==> config.mk <==
export PLATFORM = sky130hd
export DESIGN_NAME = fan_ramp_gen
export DESIGN_NICKNAME = d
export VERILOG_FILES = /design/src/rtl/fsr_pkg.sv /design/src/rtl/fsr_tick_gen.sv /design/src/rtl/fsr_stepper.sv /design/src/rtl/fsr_out_sel.sv /design/src/rtl/fan_ramp_gen.sv
export SDC_FILE = /design/constraint.sdc
export NUM_CORES = 1
export LEC_CHECK = 0
export BUFFER_PORTS_ARGS = -buffer_cell sky130_fd_sc_hd__clkbuf_2
export CORE_UTILIZATION = 55
export DETAILED_ROUTE_END_ITERATION = 16
export PLACE_DENSITY = 0.83
export SYNTH_ARGS = -nofsm -noshare
export SYNTH_HDL_FRONTEND = slang
export SYNTH_SLANG_ARGS = --single-unit
==> constraint.sdc <==
create_clock -name clk -period 5.57 [get_ports clk]
set_input_delay 1.3925 -clock clk [delete_from_list [all_inputs] [get_ports clk]]
set_output_delay 1.3925 -clock clk [all_outputs]
set_load 0.005 [all_outputs]
==> src/rtl/fsr_pkg.sv <==
package fsr_pkg;

  // Step-rate selector, taken from control bits 2:1
  typedef enum logic [1:0] {
    RATE_1HZ  = 2'b00,
    RATE_4HZ  = 2'b01,
    RATE_8HZ  = 2'b10,
    RATE_16HZ = 2'b11
  } rate_e;

  // Control register layout: bit 0 enable, bits 2:1 rate
  typedef struct packed {
    rate_e rate;
    logic  en;
  } ramp_ctl_t;

  localparam int unsigned CTL_W = $bits(ramp_ctl_t);

endpackage

==> src/rtl/fsr_tick_gen.sv <==
module fsr_tick_gen
  import fsr_pkg::*;
#(
  parameter int unsigned CLK_HZ = 100_000_000
) (
  input  logic  clk,
  input  logic  rst_n,
  input  logic  run_i,
  input  logic  restart_i,
  input  rate_e rate_i,
  output logic  tick_o
);

  localparam int unsigned CW       = $clog2(CLK_HZ);
  localparam int unsigned TERM_1   = CLK_HZ - 1;
  localparam int unsigned TERM_4   = CLK_HZ / 4 - 1;
  localparam int unsigned TERM_8   = CLK_HZ / 8 - 1;
  localparam int unsigned TERM_16  = CLK_HZ / 16 - 1;

  logic [CW-1:0] cnt_q, cnt_d, term;

  always_comb begin
    unique case (rate_i)
      RATE_1HZ:  term = CW'(TERM_1);
      RATE_4HZ:  term = CW'(TERM_4);
      RATE_8HZ:  term = CW'(TERM_8);
      default:   term = CW'(TERM_16);
    endcase
  end

  assign tick_o = run_i && (cnt_q == term);

  always_comb begin
    if (!run_i || restart_i || tick_o) cnt_d = '0;
    else                               cnt_d = cnt_q + 1'b1;
  end

  always_ff @(posedge clk or negedge rst_n) begin
    if (!rst_n) cnt_q <= '0;
    else        cnt_q <= cnt_d;
  end

  // periods are at least two cycles, so ticks are isolated pulses
  a_r4_single_tick: assert property (@(posedge clk) disable iff (!rst_n)
    tick_o |=> !tick_o);

  // a rate change restarts the period, so no tick follows it directly
  a_r4_restart_quiet: assert property (@(posedge clk) disable iff (!rst_n)
    restart_i |=> !tick_o);

endmodule

==> src/rtl/fsr_stepper.sv <==
module fsr_stepper #(
  parameter int unsigned W = 8
) (
  input  logic         clk,
  input  logic         rst_n,
  input  logic         en_i,
  input  logic         tick_i,
  input  logic [W-1:0] tgt_i,
  input  logic [W-1:0] tgt_next_i,
  output logic [W-1:0] cnt_o
);

  logic [W-1:0] cnt_q, cnt_d;

  // While idle the counter shadows the target, which is the preload
  always_comb begin
    cnt_d = cnt_q;
    if (!en_i)                        cnt_d = tgt_next_i;
    else if (tick_i && cnt_q < tgt_i) cnt_d = cnt_q + 1'b1;
    else if (tick_i && cnt_q > tgt_i) cnt_d = cnt_q - 1'b1;
  end

  always_ff @(posedge clk or negedge rst_n) begin
    if (!rst_n) cnt_q <= '0;
    else        cnt_q <= cnt_d;
  end

  assign cnt_o = cnt_q;

  // ramping starts from the target, so the output does not jump
  a_r3_preload: assert property (@(posedge clk) disable iff (!rst_n)
    $rose(en_i) |-> cnt_q == tgt_i);

  // a single-count change at most per cycle
  a_r5_unit_step: assert property (@(posedge clk) disable iff (!rst_n)
    (en_i && $past(en_i)) |->
      (cnt_q == $past(cnt_q) || cnt_q == W'($past(cnt_q) + 1'b1) ||
       cnt_q == W'($past(cnt_q) - 1'b1)));

  // parked at the target
  a_r5_hold_at_target: assert property (@(posedge clk) disable iff (!rst_n)
    (en_i && $past(en_i) && $past(cnt_q) == $past(tgt_i)) |-> $stable(cnt_q));

  // never passes the target from below or above
  a_r5_no_overshoot_up: assert property (@(posedge clk) disable iff (!rst_n)
    (en_i && $past(en_i) && $past(cnt_q) < $past(tgt_i)) |-> cnt_q <= $past(tgt_i));
  a_r5_no_overshoot_dn: assert property (@(posedge clk) disable iff (!rst_n)
    (en_i && $past(en_i) && $past(cnt_q) > $past(tgt_i)) |-> cnt_q >= $past(tgt_i));

  // nothing moves between ticks
  a_r5_idle_between_ticks: assert property (@(posedge clk) disable iff (!rst_n)
    (en_i && $past(en_i) && !$past(tick_i)) |-> $stable(cnt_q));

endmodule

==> src/rtl/fsr_out_sel.sv <==
module fsr_out_sel #(
  parameter int unsigned W = 8
) (
  input  logic         ramp_en_i,
  input  logic         force_i,
  input  logic [W-1:0] tgt_i,
  input  logic [W-1:0] cnt_i,
  output logic [W-1:0] code_o
);

  always_comb begin
    if (force_i)        code_o = '1;
    else if (ramp_en_i) code_o = cnt_i;
    else                code_o = tgt_i;
  end

endmodule

==> src/rtl/fan_ramp_gen.sv <==
module fan_ramp_gen
  import fsr_pkg::*;
#(
  parameter int unsigned CLK_HZ = 100_000_000,
  parameter int unsigned CODE_W = 8
) (
  input  logic              clk,
  input  logic              rst_n,
  input  logic              tgt_wr,
  input  logic [CODE_W-1:0] tgt_wdata,
  input  logic              ctl_wr,
  input  logic [CTL_W-1:0]  ctl_wdata,
  input  logic              force_full,
  output logic [CODE_W-1:0] dac_code
);

  logic [CODE_W-1:0] tgt_q, tgt_d;
  ramp_ctl_t         ctl_q, ctl_d, ctl_in;
  logic              restart, tick;
  logic [CODE_W-1:0] cnt;

  assign ctl_in = ramp_ctl_t'(ctl_wdata);

  always_comb begin
    tgt_d = tgt_q;
    if (tgt_wr) tgt_d = tgt_wdata;
    ctl_d = ctl_q;
    if (ctl_wr) ctl_d = ctl_in;
  end

  always_ff @(posedge clk or negedge rst_n) begin
    if (!rst_n) begin
      tgt_q <= '0;
      ctl_q <= '0;
    end else begin
      tgt_q <= tgt_d;
      ctl_q <= ctl_d;
    end
  end

  assign restart = ctl_wr && (ctl_in.rate != ctl_q.rate);

  fsr_tick_gen #(.CLK_HZ(CLK_HZ)) u_tick (
    .clk       (clk),
    .rst_n     (rst_n),
    .run_i     (ctl_q.en),
    .restart_i (restart),
    .rate_i    (ctl_q.rate),
    .tick_o    (tick)
  );

  fsr_stepper #(.W(CODE_W)) u_step (
    .clk        (clk),
    .rst_n      (rst_n),
    .en_i       (ctl_q.en),
    .tick_i     (tick),
    .tgt_i      (tgt_q),
    .tgt_next_i (tgt_d),
    .cnt_o      (cnt)
  );

  fsr_out_sel #(.W(CODE_W)) u_sel (
    .ramp_en_i (ctl_q.en),
    .force_i   (force_full),
    .tgt_i     (tgt_q),
    .cnt_i     (cnt),
    .code_o    (dac_code)
  );

  // override reaches full scale in the same cycle
  a_r8_full_scale: assert property (@(posedge clk) disable iff (!rst_n)
    force_full |-> dac_code == {CODE_W{1'b1}});

  // leaving ramp mode exposes the target at once
  a_r9_exit_jump: assert property (@(posedge clk) disable iff (!rst_n)
    ($fell(ctl_q.en) && !force_full) |-> dac_code == tgt_q);

endmodule

==> impl_metrics.tcl <==
set metrics [dict create \
    path_clk_slew_ns 0.09 \
    clock.fmax_mhz 260 \
    overflow 0 \
    pre_cts_ws_ns 1.75 \
    rrSetupSlack_ns 1.73 \
    die_area_mm2 0.00561 \
    intPower_uw 610 \
    grt_usage_pct 23.5 \
    drtIter0Drc 166 \
    setup.worst_path.start "ctl_q[0]" \
    areaGrowthSynthToFinish_pct 9.58 \
    yosysWarnings 0 \
    diodes 0 \
    worstReg2RegStart "ctl_q[0]" \
    synth-async-reset-ratio_pct 100 \
    via_count 2343 \
    fin_setup_tns_ns 0 \
    status "finished, final reports clean" \
    synth-edff-count 0 \
    p_sw_uw 245 \
    wirelength_um 5990 \
    grt_pass1_vias 2180 \
    cts-resized-gates 0 \
    antenna_found_initial 0 \
    slew_viol_final 0 \
    numCtsBuffers 5 \
    io_pins 24 \
    viasPerCell 5.67 \
    ant_nets 0 \
    wl_per_cell_um 14.5 \
    ys_seq_area_share_pct 39.3 \
    core.rowCount 26 \
    grt_start_max_net_pins 47 \
    cts.path.max_buffers 2 \
    finalHoldViolCount 0 \
    syn-num-nets 355 \
    p_leak_nw 1.38 \
    htreeDepth 2 \
    startpoint_type "register" \
    clk_latency_ns 0.31 \
    cts_tree "yes" \
    setup_viol 0 \
    worst_hold_startpoint "u_tick.cnt_q[0]" \
    grt_pass1_wl_um 9940 \
    worstPathMaxFanout 28 \
    postCtsHoldBufs 0 \
    peakVddDrop_v 0.000115 \
    end_kind "register" \
    post_cts_buffers 0 \
    p_clk_share_pct 35.3 \
    post-route-drc-count 0 \
    synthCells 322 \
    criticalPathCategory "register to register" \
    synth_cell_types 45 \
    layout-drive-gt1-share_pct 12.0 \
    rsz0062_at_grt "false" \
    final_common_cell "dfrtp_1" \
    period_minus_slack_ns 3.84 \
    fp.dieH_um 74.9 \
    dr.pass1.iters 5 \
    die_w_um 74.9 \
    port_buffers 23 \
    netlist_area_mm2 0.00293 \
    worstPathRequired_ns 5.77 \
    final.period_utilization_pct 69.0 \
    arrival_ns 4.04 \
    final_util_pct 62.8 \
    p_sw_share_pct 28.7 \
    mostFrequentLayoutCells "dfrtp_1 (46), nor2_1 (45), nand2_1 (39)" \
    power_density_mw_per_mm2 267 \
    slew_headroom_pct 28.7 \
    tightest_slew_ns 1.07 \
    drv_cap 0 \
    ys_ff_latch 46 \
    root_buffer "clkbuf_8" \
    nets 375 \
    seq_power_share_pct 44.2 \
    syn_avg_cell_area_um2 9.08 \
    hpwl_um 4310 \
    fin_worst_skew_ns 0.00784 \
    setup_ws_ns 1.73 \
    clock-sinks 46 \
    synthFlopType "dfrtp_1" \
    initial_core_util_pct 57.3 \
    core-area_mm2 0.00511 \
    comb_power_share_pct 20.5 \
    gp_congestion 0.816 \
    min_path_type "register to register" \
    fillCellCount 441 \
]
[Yosys cell counts (all sizes together) (2+ instances only)]
cell type | n | share of area, %
a21o | 3 | 0.77
nand4bb | 2 | 0.77
and4 | 5 | 1.5
and3 | 2 | 0.43
nand2b | 7 | 1.5
xor2 | 20 | 6.0
mux2i | 3 | 1.0
o21bai | 2 | 0.51
dfrtp | 46 | 39
a21oi | 8 | 1.4
nand4b | 3 | 0.90
nor3b | 2 | 0.51
nor2 | 45 | 5.8
nand4 | 4 | 0.86
mux2 | 3 | 1.2
nor4 | 2 | 0.64
buf | 7 | 1.8
ha | 16 | 6.8
o211ai | 12 | 3.1
a22oi | 6 | 1.5
inv | 16 | 2.1
xnor2 | 16 | 4.8
nor2b | 4 | 0.86
nand3b | 2 | 0.51
o21ai | 10 | 1.7
nand2 | 39 | 5.0
and2 | 3 | 0.73
nand3 | 13 | 2.2
nor3 | 5 | 0.86
clkbuf | 4 | 0.51
o2111ai | 3 | 1.5
[path summary, 6_finish.rpt]
kind                                   end  cells past startpoint
max                        u_step.cnt_o[7]                     13
min reg2reg                u_tick.cnt_q[0]                      1
max reg2reg                u_step.cnt_o[7]                     13
min                        u_tick.cnt_q[0]                      1
max in group asynchronous  u_step.cnt_o[7]                      2
min in group asynchronous         tgt_q[4]                      2
[kinds of logic (layout without fill, tap and decap cells)]
kind of cell,Yosys count,in the layout,share of synthesized area [%]
mux,6,6,2.18
xor+xnor,36,36,10.8
compound gates,48,48,11.6
flops,46,46,39.3
simple gates,142,142,24.2
fa+ha+maj,17,17,7.53
buf+inv,27,48,4.36
[cell type report]
cell class              instances  area, um2  share of cell area (%)
clock inverters                 3       68.8                    2.15
inverters                      16       60.1                    1.87
well taps                      70       87.6                    2.73
clock buffers                   5       68.8                    2.15
multi-input cells             249       1650                    51.4
repair buffers                 24        123                    3.83
flip-flops and latches         46       1150                    35.9
[registers in the layout, indices dropped and copies added, names as in the netlist]
register / cells
u_step.cnt_o: 8
u_tick.cnt_q: 27
ctl_q: 3
tgt_q: 8
[through the flow]
| step | cells | total power [mW] | area, um2 | hold slack (ns) |
|---|---|---|---|---|
| floorplan | 322 | 0.511 | 2930 | 0.475 |
| global placement | 405 | 0.550 | 3070 | 0.513 |
| detailed placement | 405 | 0.558 | 3070 | 0.509 |
| CTS | 413 | 0.859 | 3210 | 0.522 |
| global route | 413 | 0.901 | 3210 | 0.580 |
| finish | 413 | 0.856 | 3210 | 0.524 |
[critical path, cell delays in order, from the launching register on]
cell and delay, ns:
dfrtp_1 0.85, nand4b_1 0.20, nor4_2 0.34, o2111ai_1 0.15, nor3b_1 0.25, nand2_1 0.25, ha_1 0.45, nand3_1 0.10
o211ai_1 0.25, nor4_1 0.09, nor3_1 0.25, xnor2_1 0.17, o21bai_1 0.08, a211o_1 0.29
[power groups by stage]
| stage | clock network (mW) | registers (mW) | logic [mW] |
|---|---|---|---|
| after floorplan | 0 | 0.372 | 0.139 |
| after CTS | 0.305 | 0.378 | 0.176 |
| after global routing | 0.317 | 0.383 | 0.201 |
| final | 0.302 | 0.378 | 0.176 |
| after detailed placement | 0 | 0.385 | 0.173 |
| after global placement | 0 | 0.384 | 0.167 |
[routing by layer]
| metal | GRT usage (%) | wire length [um] |
|---|---|---|
| met5 | 0 | 0 |
| met4 | 9.64 | 90 |
| met3 | 5.35 | 205 |
| met2 | 37.9 | 2890 |
| met1 | 30.6 | 2800 |
(Power assumes the default switching activity.)
